`src/rtl/wwdt_pkg.sv`:
```
package wwdt_pkg;
  localparam int CNT_W  = 7;
  localparam int DATA_W = 10;

  typedef logic [CNT_W-1:0] cnt_t;

  localparam cnt_t WARN_VAL = 7'h40;
  localparam cnt_t LAST_OK  = 7'h41;

  typedef enum logic [1:0] {
    SEL_CTRL = 2'd0,
    SEL_CFG  = 2'd1,
    SEL_STAT = 2'd2,
    SEL_NONE = 2'd3
  } wr_sel_e;

  // Clocks per tick for a given prescaler code.
  function automatic int unsigned tick_period(int unsigned fixed_div, logic [1:0] psc);
    return fixed_div << psc;
  endfunction

  // A service while the counter is still above the window is a fault.
  function automatic logic service_early(cnt_t cnt, cnt_t win);
    return cnt > win;
  endfunction
endpackage

```
`src/rtl/wwdt_tick.sv`:
```
module wwdt_tick import wwdt_pkg::*; #(
  parameter int FIXED_DIV = 4096
) (
  input  logic       clk,
  input  logic       rst_n,
  input  logic       run,
  input  logic       restart,
  input  logic [1:0] psc,
  output logic       tick
);
  localparam int PW = $clog2(FIXED_DIV * 8 + 1);

  logic [PW-1:0] phase;
  logic [PW-1:0] period;

  assign period = PW'(tick_period(FIXED_DIV, psc));
  assign tick   = run && (phase >= period - PW'(1));

  always_ff @(posedge clk) begin
    if (!rst_n)                phase <= '0;
    else if (restart || !run)  phase <= '0;
    else if (tick)             phase <= '0;
    else                       phase <= phase + PW'(1);
  end
endmodule

```
`src/rtl/wwdt_counter.sv`:
```
module wwdt_counter import wwdt_pkg::*; (
  input  logic clk,
  input  logic rst_n,
  input  logic tick,
  input  logic activate,
  input  logic reload,
  input  cnt_t load_val,
  output cnt_t cnt,
  output logic active
);
  always_ff @(posedge clk) begin
    if (!rst_n) begin
      active <= 1'b0;
      cnt    <= '0;
    end else begin
      if (activate) active <= 1'b1;
      if (activate || reload) cnt <= load_val;
      else if (tick && active) cnt <= cnt - cnt_t'(1);
    end
  end
endmodule

```
`src/rtl/wwdt_top.sv`:
```
module wwdt_top import wwdt_pkg::*; #(
  parameter int FIXED_DIV = 4096
) (
  input  logic              clk,
  input  logic              por_n,
  input  logic              sys_rst_n,
  input  logic              wr_en,
  input  logic [1:0]        wr_sel,
  input  logic [DATA_W-1:0] wr_data,
  output logic              rst_req,
  output logic              irq,
  output logic              wdg_rst_flag
);
  logic       blk_rst_n;
  cnt_t       cnt;
  cnt_t       win;
  logic [1:0] psc;
  logic       ewi;
  logic       active;
  logic       tick;

  // Named internal events.
  logic wr_ctrl, wr_cfg, wr_stat;
  logic service_req, activate, early_fault, reload;
  logic expire_ev, warn_ev, fault_ev, pulse_ev;
  logic irq_clr, flag_clr;

  assign blk_rst_n   = por_n && sys_rst_n;
  assign wr_ctrl     = wr_en && (wr_sel == SEL_CTRL);
  assign wr_cfg      = wr_en && (wr_sel == SEL_CFG);
  assign wr_stat     = wr_en && (wr_sel == SEL_STAT);
  assign service_req = wr_ctrl && wr_data[7];
  assign activate    = service_req && !active;
  assign early_fault = service_req && active && service_early(cnt, win);
  assign reload      = service_req && active && !service_early(cnt, win);
  assign expire_ev   = tick && (cnt == WARN_VAL) && !reload;
  assign warn_ev     = tick && (cnt == LAST_OK) && ewi && !reload;
  assign fault_ev    = early_fault || expire_ev;
  assign pulse_ev    = fault_ev && !rst_req;
  assign irq_clr     = wr_stat && !wr_data[0];
  assign flag_clr    = wr_stat && wr_data[1];

  wwdt_tick #(.FIXED_DIV(FIXED_DIV)) u_tick (
    .clk     (clk),
    .rst_n   (blk_rst_n),
    .run     (active),
    .restart (reload),
    .psc     (psc),
    .tick    (tick)
  );

  wwdt_counter u_counter (
    .clk      (clk),
    .rst_n    (blk_rst_n),
    .tick     (tick),
    .activate (activate),
    .reload   (reload),
    .load_val (wr_data[6:0]),
    .cnt      (cnt),
    .active   (active)
  );

  always_ff @(posedge clk) begin
    if (!blk_rst_n) begin
      win <= '0;
      psc <= '0;
      ewi <= 1'b0;
      irq <= 1'b0;
      rst_req <= 1'b0;
    end else begin
      if (wr_cfg) begin
        win <= wr_data[6:0];
        psc <= wr_data[8:7];
        ewi <= wr_data[9];
      end
      irq     <= warn_ev || (irq && !irq_clr);
      rst_req <= pulse_ev;
    end
  end

  always_ff @(posedge clk) begin
    if (!por_n)         wdg_rst_flag <= 1'b0;
    else if (!sys_rst_n) wdg_rst_flag <= wdg_rst_flag;
    else                wdg_rst_flag <= pulse_ev || (wdg_rst_flag && !flag_clr);
  end
endmodule

```
`config.mk`:
```
export PLATFORM = sky130hd
export DESIGN_NAME = wwdt_top
export DESIGN_NICKNAME = d
export VERILOG_FILES = /design/src/rtl/wwdt_pkg.sv /design/src/rtl/wwdt_tick.sv /design/src/rtl/wwdt_counter.sv /design/src/rtl/wwdt_top.sv
export SDC_FILE = /design/constraint.sdc
export NUM_CORES = 1
export LEC_CHECK = 0
export BUFFER_PORTS_ARGS = -buffer_cell sky130_fd_sc_hd__buf_2
export CELL_PAD_IN_SITES_DETAIL_PLACEMENT = 0
export CELL_PAD_IN_SITES_GLOBAL_PLACEMENT = 2
export CORE_MARGIN = 1.5
export CORE_UTILIZATION = 32
export DETAILED_ROUTE_END_ITERATION = 10
export PLACE_DENSITY_LB_ADDON = 0.1
export REMOVE_ABC_BUFFERS = 1
export SYNTH_ARGS = -nofsm -noshare
export SYNTH_HDL_FRONTEND = slang
export SYNTH_SLANG_ARGS = --single-unit
export TNS_END_PERCENT = 5
```
`constraint.sdc`:
```
create_clock -name clk -period 1.86 [get_ports clk]
set_input_delay 0.186 -clock clk [delete_from_list [all_inputs] [get_ports clk]]
set_output_delay 0.186 -clock clk [all_outputs]
set_load 0.02 [all_outputs]
```
Yosys cells after proc, flatten, opt, wreduce, memory -nomap -nowiden:

Index checks and enable logic that the tools add are counted.

* flip-flop bits (word level): 37
* latch bits: 0
* RAM bits: 0
* bits in read-only memories: 0
* output and inout port bits: 3
* logic and storage cells: 58
* memories: 0

* $add $sub $neg: 3
* multiply operators: 0
* div/mod/pow operators: 0
* magnitude comparators: 2
* equal/unequal tests: 4
* shifts and indexed selects: 1
* multiplexer cells: 2
* bitwise logic cells: 1
* reduce and logical (&&, ||, !) cells: 36

Operators with widths (count)
* logical AND 1 bit: 21
* adder 16 x 1 -> 16 bit (second input constant): 1
* >= comparator 16 bit: 1
* left shift 13 x 2 -> 16 bit (first input constant): 1
* subtractor 16 x 1 -> 16 bit (second input constant): 1
* == test 7 bit (second input constant): 2
* two-way mux 7 bit: 2
* > comparator 7 bit: 1
* logical NOT 1 bit: 7
* subtractor 7 x 1 -> 7 bit (second input constant): 1
* logical OR 1 bit: 5
* OR reduction 3 bit: 1
* == test 2 x 1 -> 1 bit (second input constant): 1
* == test 2 bit (second input constant): 1
* logical NOT 2 bit: 1
* nonzero test 2 bit: 1
* inverter 1 bit: 1

Depth between registers and ports, before layout:

* depth after elaboration: 10
* mapped depth: 10
* mapped depth without buffers: 7

Cells and area by module:

A second synthesis with hierarchy kept.

* cells, all modules: 228
* area, all modules: 1995.7 um2

Modules (own cells, without submodules)
* wwdt_tick: times used 1, cells each 98, area an instance 827.0 um2, sequential area each 320.3 um2
* wwdt_top: times used 1, cells each 82, area an instance 762.0 um2, sequential area each 260.2 um2
* wwdt_counter: times used 1, cells each 48, area an instance 406.6 um2, sequential area each 160.2 um2

Worst setup path after synthesis:

Ideal clock, no wire load.

* path kind: register to register
* start: register u_counter.cnt[0]
* end: register u_tick.phase[12]
* setup time: 0.064 ns
* arrival time: 1.962 ns
* data required time: 1.796 ns
* slack: -0.165 ns
* stages on the path, launching flop included: 10
* path buffers: 2
* path through: dfxtp_1 -> inv_1 -> ha_1 -> nand3b_1 -> a21o_1 -> a211o_1 -> or3_1 -> buf_4 -> buf_6 -> nor2_1

* word-level cells in the longest chain between the ends: 5

Ends and longest elaborated chain
* from (decl): RTL line wwdt_counter.sv:8 `output cnt_t cnt,`
* from (signal assigned): RTL line wwdt_counter.sv:17 `if (activate || reload) cnt <= load_val;`
* from (signal assigned): RTL line wwdt_counter.sv:18 `else if (tick && active) cnt <= cnt - cnt_t'(1);`
* > comparator 7 bit: RTL line wwdt_pkg.sv:24 `return cnt > win;`
* logical NOT 1 bit: RTL line wwdt_top.sv:35 `assign reload = service_req && active && !service_early(cnt, win);`
* logical AND 1 bit: RTL line wwdt_top.sv:35
* logical OR 1 bit: RTL line wwdt_tick.sv:21 `else if (restart || !run) phase <= '0;`
* OR reduction 3 bit (no source line)
* to (signal assigned): RTL line wwdt_tick.sv:23 `else phase <= phase + PW'(1);`
* to (decl): RTL line wwdt_tick.sv:13 `logic [PW-1:0] phase;`

No other way between the ends.
A chain may end at the register's enable or synchronous reset.

Worst setup path after layout:

* start: register win[4]
* end: register u_tick.phase[7]

* word-level cells in the longest chain between the ends: 5

Ends and longest elaborated chain
* from (decl): RTL line wwdt_top.sv:16 `cnt_t win;`
* from (signal assigned): RTL line wwdt_top.sv:72 `win <= wr_data[6:0];`
* > comparator 7 bit: RTL line wwdt_pkg.sv:24
* logical NOT 1 bit: RTL line wwdt_top.sv:35
* logical AND 1 bit: RTL line wwdt_top.sv:35
* logical OR 1 bit: RTL line wwdt_tick.sv:21
* OR reduction 3 bit (no source line)

No other way between the ends.

==> reports/metrics.cfg <==
[status]
status=finished with violations
violations=negative setup slack

[timing]
clock.fmax_mhz=488
slew_viol_final=0
fin_ws_ns=-0.191
finalSetupViolations=25
min_period_over_period=1.10
rsz0062_at_grt=yes
fin_worst_skew_ns=0.00400
tns_ns=-3.51
min_period_ns=2.05
final_hold_viol_count=0

[yosys]
synthFlopType=dfxtp_1
synth_top_area_frac=0.353
syn_inst=249
post-synth-top-count-cell=nor2_1
netlist_top_cells_count=nor2_1, dfxtp_1, inv_1, nand2_1
synth_seq_cells=37
synthArstFlopShare=0
yosysTopAreaCell=dfxtp_1
syn_area_per_cell_sq_um=8.42
synth_edf_count=0
synth-warning-count=0
ys_types=49
ys_top_cells_by_area=dfxtp_1, ha_1, nor2_1
mappedNetlistArea_sq_um=2100
yosysSeqAreaShare=0.353

[clock_tree]
ctsHoldBuffers=0
ctsRootBufferMaster=clkbuf_8
cts_tree=done
cts_buffer_depth=2
cts_buffers=5
clock-sinks=37
insertion_delay_ns=0.28
htreeDepth=2
clk_pin_slew_ns=0.07

[die]
die_w_microns=83.9
pin_count=19
num_rows=29
core-area_sq_um=6350
initial_core_util=0.330
die_area_sq_um=7040
die_y_microns=83.9

[grt]
grt_pass1_wl_microns=9480
antenna_found_initial=0
track_usage=0.168
grt_pass1_vias=1976
gr-total-overflow=0
grt_max_degree=18

[layout]
multi_input_area_sq_um=1440
nets=346
seq_area_sq_um=748
fin_area_sq_um=2930
nFillCells=653
utilization=0.461
syn_to_final_growth_pct=39.6
drive_above_1_share=0.402
instances_no_fill=393
n_antenna_cell=0

[placed_design]
placed_area_sq_um=2600
io_buffers=18
dp_hpwl_microns=4120
gp_congestion=0.918
placedCellCount=384

[worst_setup_path]
cp.arrival_ns=2.27
slowest_stage=or3_4
reg2reg_from=win[4]
start_kind=flip-flop
worstPathMaxFanout=8
cp-end-kind=flip-flop
timing.critical_path.buf_inv=2
cpPeakStageDelay_ns=0.41
path_delay_family=simple AND/OR/NAND/NOR gates
worstSetupPathType=flip-flop to flip-flop
worstPathRequired_ns=2.08
crit_path_cell_trace=inv_2 -> ha_4 -> nand4_1 -> a21o_1 -> a211o_4 -> or3_4 -> buf_8 -> nor2_1
reg2reg_depth=8
reg2reg_to=u_tick.phase[7]
reg2reg_slack_ns=-0.19

[power_and_ir_drop]
power_frac_seq=0.513
power.switching_mw=0.387
pwr-share-comb=0.124
p_leak_nw=1.18
switching_share=0.246
clkPwrFrac=0.363
irDropWorstVdd_mv=0.394
intPower_mw=1.18
p_per_area_nw_per_um2=537

[drt]
wirelength_microns=5540
vias=1982
drc=0
antenna_left=0
drtIter0Drc=119
dr.pass1.iters=4
wire_per_inst_microns=14.1
vias_per_cell=5.04

[run]
cap_violations=0

[hold_path]
min_path_cells=3
holdCritStartpoint=wr_data[9]
worstHoldPathType=input port to flip-flop
holdPathEnd=ewi

area by class of cell:
type,instances,share of cell area
clock buffer,7,0.0295
inverter,17,0.0218
multi-input combinational,186,0.492
sequential,37,0.256
tap,77,0.0329
timing repair buffer,69,0.168
worst min-delay path: stages:
cell     delay, ns
buf_2         0.07
mux2i_1       0.05
nor2_1        0.07
cell usage in the layout, fill, tap and decap left out, types with 8 or more instances in the layout:
| master | netlist | routed |
|---|---|---|
| nand2_1 | 16 | 16 |
| nor2_2 | 1 | 12 |
| nor2_1 | 43 | 31 |
| nand3_1 | 10 | 8 |
| a21oi_1 | 14 | 12 |
| dfxtp_1 | 37 | 31 |
| buf_2 | 1 | 18 |
| inv_1 | 17 | 13 |
| buf_4 | 1 | 48 |
logic make-up after synthesis:
family | share of synthesized area
compound gates | 0.159
buf+inv | 0.0525
other cells | 0.00179
mux | 0.0388
flops | 0.353
fa+ha+maj | 0.0836
simple gates | 0.253
xor+xnor | 0.0585
stage by stage:
stage	hold WS, ns	total power, mW	setup slack (ns)
floorplan	0.330	0.912	-0.170
global placement	0.423	1.00	-0.258
detailed placement	0.436	1.00	-0.277
CTS	0.138	1.59	-0.212
global route	0.169	1.65	-0.293
finish	0.139	1.57	-0.191
per-layer routing:
metal	wire (microns)	GRT usage
met3	167	0.0336
met5	0	0
met2	2350	0.252
met1	2960	0.246
met4	61	0.0447
power by group through the flow:
stage | clock network (mW) | logic [mW] | registers, mW
2_1_floorplan | 0 | 0.0860 | 0.826
3_5_place_dp | 0 | 0.177 | 0.823
5_1_grt | 0.626 | 0.218 | 0.807
4_1_cts | 0.595 | 0.192 | 0.806
3_3_place_gp | 0 | 0.179 | 0.823
6_report | 0.571 | 0.194 | 0.806
how the worst max path moves through the flow:
stage / to / depth (start not counted) / slack, ns / start
final: u_tick.phase[7] / 8 / -0.19 / win[4]
after detailed placement: u_counter.cnt[5] / 7 / -0.28 / psc[1]
after global placement: u_counter.cnt[0] / 7 / -0.26 / psc[1]
after floorplan: u_tick.phase[10] / 7 / -0.17 / psc[1]
after global routing: u_tick.phase[9] / 8 / -0.29 / win[3]
after CTS: u_tick.phase[2] / 8 / -0.21 / win[4]
repair_timing:
| item | in CTS | in global routing |
|---|---|---|
| gates resized for setup | 34 | 19 |
| hold endpoints to repair | 0 | 0 |
| cloned | 1 | 0 |
| pin swaps | 23 | 4 |
| endpoints found under the setup margin | 26 | 26 |
| setup buffers | 1 | 0 |
registers in the layout, indices dropped and copies added (netlist names):
name and flops:
ewi 1, rst_req 1, u_counter.active 1, psc 2, win 7, irq 1, u_counter.cnt 7, wdg_rst_flag 1
u_tick.phase 16
Note: power is estimated with default switching activity, not from simulation.
